[src/rtl/cm_regs_pkg.sv]
package cm_regs_pkg;
  localparam int DW = 32;

  // word offsets (byte address >> 2)
  localparam int W_ID       = 0;
  localparam int W_PROC     = 1;
  localparam int W_OSC      = 2;
  localparam int W_CTRL     = 3;
  localparam int W_STAT     = 4;
  localparam int W_KEY      = 5;
  localparam int W_AUXOSC   = 7;
  localparam int W_SDRAM    = 8;
  localparam int W_INIT     = 9;
  localparam int W_FLAG_SET = 12;
  localparam int W_FLAG_CLR = 13;
  localparam int W_NVF_SET  = 14;
  localparam int W_NVF_CLR  = 15;
  localparam int W_IRQ_STAT = 16;
  localparam int W_IRQ_RAW  = 17;
  localparam int W_IRQ_ESET = 18;
  localparam int W_IRQ_ECLR = 19;
  localparam int W_SOFT_SET = 20;
  localparam int W_SOFT_CLR = 21;
  localparam int W_FIQ_STAT = 24;
  localparam int W_FIQ_RAW  = 25;
  localparam int W_FIQ_ESET = 26;
  localparam int W_FIQ_ECLR = 27;

  localparam logic [DW-1:0] ID_VALUE     = 32'h411A_3001;
  localparam logic [DW-1:0] STAT_VALUE   = 32'h0010_0000;
  localparam logic [15:0]   UNLOCK_KEY   = 16'hA05F;
  localparam logic [DW-1:0] KEY_OPEN_RD  = 32'h0001_A05F;
  localparam logic [DW-1:0] OSC_RST      = 32'h0100_0048;
  localparam logic [DW-1:0] AUXOSC_RST   = 32'h0007_FEFF;
  localparam logic [DW-1:0] SDRAM_BASE   = 32'h0001_1122;
  localparam logic [DW-1:0] INIT_RST     = 32'h0000_0112;
  localparam int            CTRL_RST_BIT = 3;

  function automatic logic [DW-1:0] sdram_size_code(input int mb);
    if (mb >= 256)      return 32'h10;
    else if (mb >= 128) return 32'h0C;
    else if (mb >= 64)  return 32'h08;
    else if (mb >= 32)  return 32'h04;
    else                return 32'h00;
  endfunction

  function automatic logic [7:0] module_density(input int mb);
    if (mb >= 256)      return 8'd64;
    else if (mb >= 128) return 8'd32;
    else if (mb >= 64)  return 8'd16;
    else if (mb >= 32)  return 8'd4;
    else                return 8'd2;
  endfunction

  function automatic logic [7:0] id_byte(input int idx, input int mb);
    case (idx)
      0:  return 8'd128;
      1:  return 8'd8;
      2:  return 8'd4;
      3:  return 8'd11;
      4:  return 8'd9;
      5:  return 8'd1;
      6:  return 8'd64;
      8:  return 8'd2;
      9:  return 8'hA0;
      10: return 8'hA0;
      13: return 8'd8;
      15: return 8'd1;
      16: return 8'h0E;
      17: return 8'h04;
      18: return 8'h1C;
      19: return 8'h01;
      20: return 8'h02;
      21: return 8'h20;
      22: return 8'hC0;
      27: return 8'h30;
      28: return 8'h28;
      29: return 8'h30;
      30: return 8'h28;
      31: return module_density(mb);
      default: return 8'h00;
    endcase
  endfunction
endpackage

[src/rtl/cm_id_window.sv]
module cm_id_window #(
  parameter int MEM_MB  = 128,
  parameter int TABLE_N = 32,
  localparam int IDX_W  = $clog2(TABLE_N)
) (
  input  logic [IDX_W-1:0]          idx,
  input  logic                      in_table,
  output logic [cm_regs_pkg::DW-1:0] rd_val
);
  logic [7:0] tbl [TABLE_N];

  for (genvar i = 0; i < TABLE_N; i++) begin : g_tbl
    assign tbl[i] = cm_regs_pkg::id_byte(i, MEM_MB);
  end

  always_comb begin
    rd_val = '0;
    if (in_table) rd_val[7:0] = tbl[idx];
  end
endmodule

[src/rtl/cm_soft_int.sv]
module cm_soft_int #(
  parameter int DW = 32
) (
  input  logic          clk,
  input  logic          rst_n,
  input  logic [DW-1:0] wdata,
  input  logic          lvl_set,
  input  logic          lvl_clr,
  input  logic          irq_set,
  input  logic          irq_clr,
  input  logic          fiq_set,
  input  logic          fiq_clr,
  output logic [DW-1:0] level,
  output logic [DW-1:0] irq_mask,
  output logic [DW-1:0] fiq_mask,
  output logic          irq_req,
  output logic          fiq_req
);
  logic lvl_q;

  always_ff @(posedge clk) begin
    if (!rst_n) begin
      lvl_q    <= 1'b0;
      irq_mask <= '0;
      fiq_mask <= '0;
    end else begin
      if (lvl_set && wdata[0])      lvl_q <= 1'b1;
      else if (lvl_clr && wdata[0]) lvl_q <= 1'b0;
      if (irq_set)      irq_mask <= irq_mask | wdata;
      else if (irq_clr) irq_mask <= irq_mask & ~wdata;
      if (fiq_set)      fiq_mask <= fiq_mask | wdata;
      else if (fiq_clr) fiq_mask <= fiq_mask & ~wdata;
    end
  end

  assign level   = {{(DW-1){1'b0}}, lvl_q};
  assign irq_req = |(level & irq_mask);
  assign fiq_req = |(level & fiq_mask);
endmodule

[src/rtl/cm_ctrl_regs.sv]
module cm_ctrl_regs #(
  parameter int ADDR_W  = 9,
  parameter int MEM_MB  = 128,
  parameter int TABLE_N = 32
) (
  input  logic              clk,
  input  logic              rst_n,
  input  logic [ADDR_W-1:0] reg_addr,
  input  logic              reg_wr,
  input  logic [31:0]       reg_wdata,
  output logic [31:0]       reg_rdata,
  output logic              led_on,
  output logic              flash_at_zero,
  output logic              board_rst_req,
  output logic              irq_req,
  output logic              fiq_req
);
  import cm_regs_pkg::*;

  localparam int WW    = ADDR_W - 3;
  localparam int IDX_W = $clog2(TABLE_N);
  localparam logic [DW-1:0] SDRAM_RST = SDRAM_BASE | sdram_size_code(MEM_MB);

  logic [WW-1:0] word;
  logic          in_window, win_lower, wr_reg;
  logic          addr_lsb_unused;

  assign word            = reg_addr[ADDR_W-2:2];
  assign in_window       = reg_addr[ADDR_W-1];
  assign win_lower       = in_window && !reg_addr[ADDR_W-2];
  assign wr_reg          = reg_wr && !in_window;
  assign addr_lsb_unused = ^reg_addr[1:0];

  function automatic logic hit(input logic [WW-1:0] w, input int off);
    return w == WW'(off);
  endfunction

  logic [DW-1:0] osc_q, aux_q, sdram_q, init_q, ctrl_q, flags_q, nvf_q;
  logic [15:0]   lock_q;
  logic          unlocked;

  assign unlocked = (lock_q == UNLOCK_KEY);

  always_ff @(posedge clk) begin
    if (!rst_n) begin
      osc_q         <= OSC_RST;
      aux_q         <= AUXOSC_RST;
      sdram_q       <= SDRAM_RST;
      init_q        <= INIT_RST;
      ctrl_q        <= '0;
      flags_q       <= '0;
      nvf_q         <= '0;
      lock_q        <= '0;
      board_rst_req <= 1'b0;
    end else begin
      board_rst_req <= wr_reg && hit(word, W_CTRL) && reg_wdata[CTRL_RST_BIT];
      if (wr_reg) begin
        if (hit(word, W_OSC) && unlocked)    osc_q   <= reg_wdata;
        if (hit(word, W_AUXOSC) && unlocked) aux_q   <= reg_wdata;
        if (hit(word, W_KEY))                lock_q  <= reg_wdata[15:0];
        if (hit(word, W_SDRAM))              sdram_q <= reg_wdata;
        if (hit(word, W_INIT))               init_q  <= reg_wdata;
        if (hit(word, W_CTRL)) begin
          ctrl_q               <= reg_wdata;
          ctrl_q[CTRL_RST_BIT] <= 1'b0;
        end
        if (hit(word, W_FLAG_SET)) flags_q <= flags_q | reg_wdata;
        if (hit(word, W_FLAG_CLR)) flags_q <= flags_q & ~reg_wdata;
        if (hit(word, W_NVF_SET))  nvf_q   <= nvf_q | reg_wdata;
        if (hit(word, W_NVF_CLR))  nvf_q   <= nvf_q & ~reg_wdata;
      end
    end
  end

  assign led_on        = ctrl_q[0];
  assign flash_at_zero = !ctrl_q[2];

  logic [DW-1:0] level, irq_mask, fiq_mask;

  cm_soft_int #(.DW(DW)) u_int (
    .clk      (clk),
    .rst_n    (rst_n),
    .wdata    (reg_wdata),
    .lvl_set  (wr_reg && hit(word, W_SOFT_SET)),
    .lvl_clr  (wr_reg && hit(word, W_SOFT_CLR)),
    .irq_set  (wr_reg && hit(word, W_IRQ_ESET)),
    .irq_clr  (wr_reg && hit(word, W_IRQ_ECLR)),
    .fiq_set  (wr_reg && hit(word, W_FIQ_ESET)),
    .fiq_clr  (wr_reg && hit(word, W_FIQ_ECLR)),
    .level    (level),
    .irq_mask (irq_mask),
    .fiq_mask (fiq_mask),
    .irq_req  (irq_req),
    .fiq_req  (fiq_req)
  );

  logic [DW-1:0] win_val;

  cm_id_window #(.MEM_MB(MEM_MB), .TABLE_N(TABLE_N)) u_win (
    .idx      (reg_addr[IDX_W+1:2]),
    .in_table (win_lower),
    .rd_val   (win_val)
  );

  logic [DW-1:0] rd_next;

  always_comb begin
    rd_next = '0;
    if (in_window) begin
      rd_next = win_val;
    end else begin
      case (word)
        WW'(W_ID):       rd_next = ID_VALUE;
        WW'(W_OSC):      rd_next = osc_q;
        WW'(W_CTRL):     rd_next = ctrl_q;
        WW'(W_STAT):     rd_next = STAT_VALUE;
        WW'(W_KEY):      rd_next = unlocked ? KEY_OPEN_RD : {16'b0, lock_q};
        WW'(W_AUXOSC):   rd_next = aux_q;
        WW'(W_SDRAM):    rd_next = sdram_q;
        WW'(W_INIT):     rd_next = init_q;
        WW'(W_FLAG_SET): rd_next = flags_q;
        WW'(W_NVF_SET):  rd_next = nvf_q;
        WW'(W_IRQ_STAT): rd_next = level & irq_mask;
        WW'(W_IRQ_RAW):  rd_next = level;
        WW'(W_IRQ_ESET): rd_next = irq_mask;
        WW'(W_SOFT_SET): rd_next = level;
        WW'(W_FIQ_STAT): rd_next = level & fiq_mask;
        WW'(W_FIQ_RAW):  rd_next = level;
        WW'(W_FIQ_ESET): rd_next = fiq_mask;
        default:         rd_next = '0;
      endcase
    end
  end

  always_ff @(posedge clk) begin
    if (!rst_n) reg_rdata <= '0;
    else        reg_rdata <= rd_next;
  end
endmodule

[config.mk]
export PLATFORM = sky130hd
export DESIGN_NAME = cm_ctrl_regs
export DESIGN_NICKNAME = d
export VERILOG_FILES = /design/src/rtl/cm_regs_pkg.sv /design/src/rtl/cm_id_window.sv /design/src/rtl/cm_soft_int.sv /design/src/rtl/cm_ctrl_regs.sv
export SDC_FILE = /design/constraint.sdc
export NUM_CORES = 1
export LEC_CHECK = 0
export ABC_CLOCK_PERIOD_IN_PS = 2150
export BUFFER_PORTS_ARGS = -buffer_cell sky130_fd_sc_hd__buf_2
export CAP_MARGIN = 20
export CORE_UTILIZATION = 50
export DETAILED_ROUTE_END_ITERATION = 8
export PLACE_DENSITY = 0.7
export SYNTH_ARGS = -nofsm -noshare
export SYNTH_HDL_FRONTEND = slang
export SYNTH_HIERARCHICAL = 1
export SYNTH_SLANG_ARGS = --single-unit
[constraint.sdc]
create_clock -name clk -period 2.15 [get_ports clk]
set_input_delay 0.43 -clock clk [delete_from_list [all_inputs] [get_ports clk]]
set_output_delay 0.43 -clock clk [all_outputs]
set_load 0.01 [all_outputs]
* Word level (Yosys, flattened, before mapping) *
Memories as Yosys holds them, arrays and structs flattened.
Index checks and enable logic that the tools add are counted.
W data, S select, Z words.

storage, ports and cells
  register bits = 337
  memory bits (read-only) = 256
  input bits = 44
  output and inout port bits = 37
  word-level logic and storage cells = 102
  memories = 1

operators by class
  magnitude comparators = 1
  equality and inequality tests = 22
  mux-type cells = 16
  bitwise logic cells = 13
  reductions and logical operators = 35

memories
  memory            words  width  read ports  clocked after Yosys merged registers in  wr ports  RTL line            text
  (name not given)  32     8      1           0                                        0         cm_id_window.sv:18  if (in_table) rd_val[7:0] = tbl[idx];

operators with widths
  cell                    number
  $pmux W32 S15           1
  $mux W32                8
  $and A32 B32 Y32        4
  $or A32 B32 Y32         4
  $and A1 B32 Y32         2
  $reduce_or A32 Y1       2
  $eq A6 B5 Y1 const B    10
  $eq A6 B4 Y1 const B    6
  $mux W8                 4
  $not A32 Y32            1
  $eq A6 B3 Y1 const B    3
  $mux W17                1
  $eq A16 B16 Y1 const B  1
  $reduce_and A2 Y1       8
  $logic_and A1 B1 Y1     14
  $eq A6 B2 Y1 const B    2
  $reduce_bool A2 Y1      5
  $ge A6 B6 Y1 const B    1
  $logic_not A6 Y1        1
  $not A5 Y6              1
  $logic_not A1 Y1        3
  $reduce_or A3 Y1        1
  $mux W1                 2
  $reduce_or A2 Y1        1
  $not A1 Y1              1

* Depth between registers and ports, before layout *
  depth after elaboration = 6
  depth in mapped cells = 9

* By module *
The synthesis kept the hierarchy.

modules (own cells, without submodules)
  module        times used  cells an instance  area each (sq um)  sequential area each (sq um)
  cm_ctrl_regs  1           1572               12640.9            5445.2
  cm_soft_int   1           321                2966.6             1301.2
  cm_id_window  1           70                 505.5              0.0

* Worst setup path after synthesis *
Ideal clock, no wire load.

  kind = input to register
  start point = input reg_addr[8]
  end point = register reg_rdata[7]
  data arrival time = 2.065 ns
  required time = 2.072 ns
  path slack = 0.007 ns
  stages = 9
  path buffers = 2
  path through = clkbuf_1 > buf_4 > nor2b_1 > nor2b_1 > o22a_1 > nand2_1 > a21boi_0 > and4_1 > a32oi_1

between the ends
  cells in the longest elaborated chain, start to end = 3

RTL lines
  element                 RTL line             text
  start: declaration      cm_ctrl_regs.sv:8    input logic [ADDR_W-1:0] reg_addr,
  $logic_and A1 B1 Y1     cm_ctrl_regs.sv:30   assign win_lower = in_window && !reg_addr[ADDR_W-2];
  via win_lower           cm_ctrl_regs.sv:25   logic in_window, win_lower, wr_reg;
  $mux W8                 cm_id_window.sv:18
  via win_val[7]          cm_ctrl_regs.sv:97   logic [DW-1:0] win_val;
  $mux W8                 cm_ctrl_regs.sv:109  if (in_window) begin
  end signal: assignment  cm_ctrl_regs.sv:137  else reg_rdata <= rd_next;
  end: declaration        cm_ctrl_regs.sv:11   output logic [31:0] reg_rdata,

The timed path passes the listed nets, and every way through them passes these cells.
A chain may end at the register's enable or synchronous reset.

* Worst setup path after layout *
  start point = register lock_q[10]
  end point = register osc_q[22]

between the ends
  cells in the longest elaborated chain, start to end = 3

RTL lines
  element                             RTL line            text
  start: declaration                  cm_ctrl_regs.sv:39  logic [15:0] lock_q;
  start signal: assignment            cm_ctrl_regs.sv:60  if (hit(word, W_KEY)) lock_q <= reg_wdata[15:0];
  $eq A16 B16 Y1                      cm_ctrl_regs.sv:42  assign unlocked = (lock_q == UNLOCK_KEY);
  $logic_and A1 B1 Y1                 cm_ctrl_regs.sv:58  if (hit(word, W_OSC) && unlocked) osc_q <= reg_wdata;
  $reduce_and A2 Y1 (no source line)  --
  end signal: assignment              cm_ctrl_regs.sv:58
  end: declaration                    cm_ctrl_regs.sv:38  logic [DW-1:0] osc_q, aux_q, sdram_q, init_q, ctrl_q, flags_q, nvf_q;

No other way between the ends.

==> results.json <==
{
  "status": "finished, final reports clean",
  "synth-simple-area-share_pct": 20.70,
  "nFillCells": 2758,
  "vias": 16040,
  "fin_crit_sh_pct": 96.51,
  "drc_errors": 0,
  "synth_top_family_by_area": "compound AO/OA/AOI/OAI gates",
  "cp.required_ns": 2.59,
  "drt_pass1_iterations": 6,
  "setup_viol": 0,
  "routed_via_density": 6.495,
  "fin_skew_ns": 0.03946,
  "initial_core_util_pct": 50.93,
  "drive_gt1_share_pct": 16.98,
  "finalWorstPathRequiredPeriod_ns": 2.075,
  "cts_buffers": 36,
  "async_reset_ff_share_pct": 0,
  "cts_tree": "yes",
  "grt_overflow": 0,
  "synth_edf_count": 0,
  "cts_buffer_depth": 3,
  "drtIter0Drc": 2429,
  "ff2ff_path_depth": 7,
  "synth_flop_cell": "dfxtp_1",
  "path_class": "reg2reg",
  "synth_cell_types": 77,
  "setup_tns_ns": 0,
  "cts_sinks": 337,
  "crit_start": "lock_q[10]",
  "crit_path_max_fanout": 11,
  "coreArea_um2": 31640,
  "worst_hold_path_type": "in2reg",
  "synth-seq-cells": 337,
  "std_cell_rows": 65,
  "ant_nets": 0,
  "tightestPinTransition_ns": 1.140,
  "grt_util_all_layers_pct": 35.24,
  "hp-start": "reg_wdata[20]",
  "vdd_drop_max_uv": 481.0,
  "final_hold_viol_count": 0,
  "clk_pin_slew_ns": 0.07,
  "syn2layout_area_growth_pct": 16.98,
  "synth_fa_ha_area_share_pct": 0.3883,
  "post-place-ws_ns": -0.3891,
  "ctsRootBufferMaster": "clkbuf_16",
  "post_drt_wl_per_cell_um": 23.92,
  "grt_max_degree": 210,
  "final_nets": 2091,
  "avgSynthCellArea_um2": 8.208,
  "slew_headroom_pct": 23.59,
  "grt_pass1_wl_um": 89610,
  "die_y_um": 181.5,
  "rsz0062_at_grt": "false",
  "critPathLaunchType": "register",
  "final_common_cell": "nand2_1",
  "synth_compound_area_share_pct": 26.30,
  "max_cap_violations": 0,
  "final_cell_mix": "462 x nand2_1, 337 x dfxtp_1, 237 x a21oi_1, 138 x buf_4, 90 x and3_1",
  "syn_inst": 1963,
  "die_area_um2": 32950,
  "io_pins": 81,
  "layout_setup_ws_ns": 0.07513,
  "r2r_start": "lock_q[10]",
  "leakage_nw": 7.121,
  "syn-cell-area_um2": 16110,
  "holdPathStages": 3,
  "synth-seq-area-share_pct": 41.87,
  "cp-end-kind": "register",
  "fp.dieW_um": 181.5,
  "cp.arrival_ns": 2.51,
  "hpwl_um": 36850,
  "antenna_found_initial": 5,
  "finalWirelength_um": 59090,
  "cts_htree_levels": 2,
  "synthXorXnorAreaFrac_pct": 0.05436,
  "worstSkewPairLatency_ns": 0.55,
  "power_per_cell_area_nw_per_um2": 729.4,
  "fin_hold_ws_ns": 0.2452,
  "drv_slew": 0,
  "grt_pass1_vias": 14850,
  "fmax_mhz": 482.0,
  "synth.area.mux_share_pct": 1.506,
  "ys_warn_count": 6,
  "routabilityCongestion": 0.9487,
  "port_buffers": 78
}
==> report_power, final <==
part           switching (mW)  internal [mW]
clock network            2.62           3.97
registers              0.0137           6.27
logic                   0.603          0.275
==> repair_timing <==
item                                    4_1_cts  5_1_grt
gates resized for setup                       1        9
buffers inserted                              1        0
gates cloned                                  0        1
endpoints found under the setup margin        1       28
hold buffers                                  0        0
pin swaps                                     1        0
==> cells in the mapped netlist, types with 3 or more instances <==
master / n / area share [%]
a21o_1: 5 / 0.23
o21ai_1: 3 / 0.093
and4_1: 8 / 0.43
a41oi_1: 5 / 0.27
nand2b_1: 3 / 0.12
inv_1: 5 / 0.12
o21ai_0: 36 / 1.1
a222oi_1: 7 / 0.43
a31o_1: 65 / 3.5
buf_2: 57 / 1.8
and2_1: 21 / 0.82
o311a_1: 5 / 0.31
nor3_2: 4 / 0.25
mux2_2: 10 / 0.70
buf_6: 16 / 1.1
dfxtp_1: 337 / 42
nor3_1: 7 / 0.22
a221o_1: 5 / 0.31
nand4_1: 3 / 0.12
ha_1: 5 / 0.39
a21oi_1: 237 / 7.4
a22o_1: 19 / 1.0
nor2b_1: 15 / 0.58
a41o_1: 3 / 0.19
mux2i_1: 13 / 0.81
a31oi_1: 10 / 0.39
and3_1: 92 / 3.6
buf_4: 65 / 3.0
o2bb2ai_1: 3 / 0.16
a311oi_1: 65 / 3.5
nor2_1: 12 / 0.28
a32oi_1: 24 / 1.3
nand3_1: 65 / 2.0
clkbuf_1: 121 / 2.8
nand2_1: 462 / 11
a22oi_1: 58 / 2.7
a221oi_1: 34 / 1.8
a21boi_0: 5 / 0.23
==> final timing paths <==
path / end / slack [ns]
worst min-delay path: osc_q[20] / 0.25
worst min register to register: aux_q[8] / 0.45
worst max register to register: osc_q[22] / 0.08
worst max-delay path: osc_q[22] / 0.08
==> critical path, cell delays in order (launching register included) <==
cell and delay [ns]:
dfxtp_1 0.33, or4b_4 0.56, nor4_4 0.25, buf_4 0.18, and3_4 0.25, buf_8 0.18, nand2_1 0.07, a21oi_1 0.17
==> metal layers <==
layer | share of wire, % | vias to the layer above | track usage, %
li1 | - | 7139 | -
met1 | 41 | 7693 | 49.31
met2 | 43 | 998 | 53.52
met3 | 12 | 202 | 6.498
met4 | 3.7 | 10 | 13.90
met5 | 0.10 | - | 0
==> through the flow <==
stage	instance area, µm²	power [mW]	utilization, %	instances
after floorplan	16310	6.966	-	2016
after global placement	17530	7.247	55.41	2403
after detailed placement	17530	7.260	55.41	2403
after CTS	18790	13.73	59.39	2467
after global routing	18850	14.08	59.57	2469
final	18850	13.75	59.58	2470
==> cell families (layout without fill, tap and decap cells) <==
group / count (synthesis) / in the layout
XOR/XNOR: 1 / 1
AND/OR/NAND/NOR: 715 / 715
other: 2 / 56
buffers and inverters: 270 / 321
AO/OA/AOI/OAI: 610 / 610
multiplexers: 23 / 23
adder cells (fa/ha/maj): 5 / 5
flip-flops: 337 / 337
==> cell type report <==
| type | instances | area, µm² | share of cell area, % |
|---|---|---|---|
| sequential | 337 | 6746 | 35.79 |
| timing repair buffer | 251 | 2127 | 11.28 |
| multi-input combinational | 1409 | 8190 | 43.45 |
| antenna | 1 | 2.502 | 0.01328 |
| clock buffer | 53 | 1076 | 5.709 |
| inverter | 7 | 31.28 | 0.1659 |
| clock inverter | 10 | 172.7 | 0.9160 |
| tap | 402 | 503.0 | 2.668 |
Power figures use the tool's default switching activity.
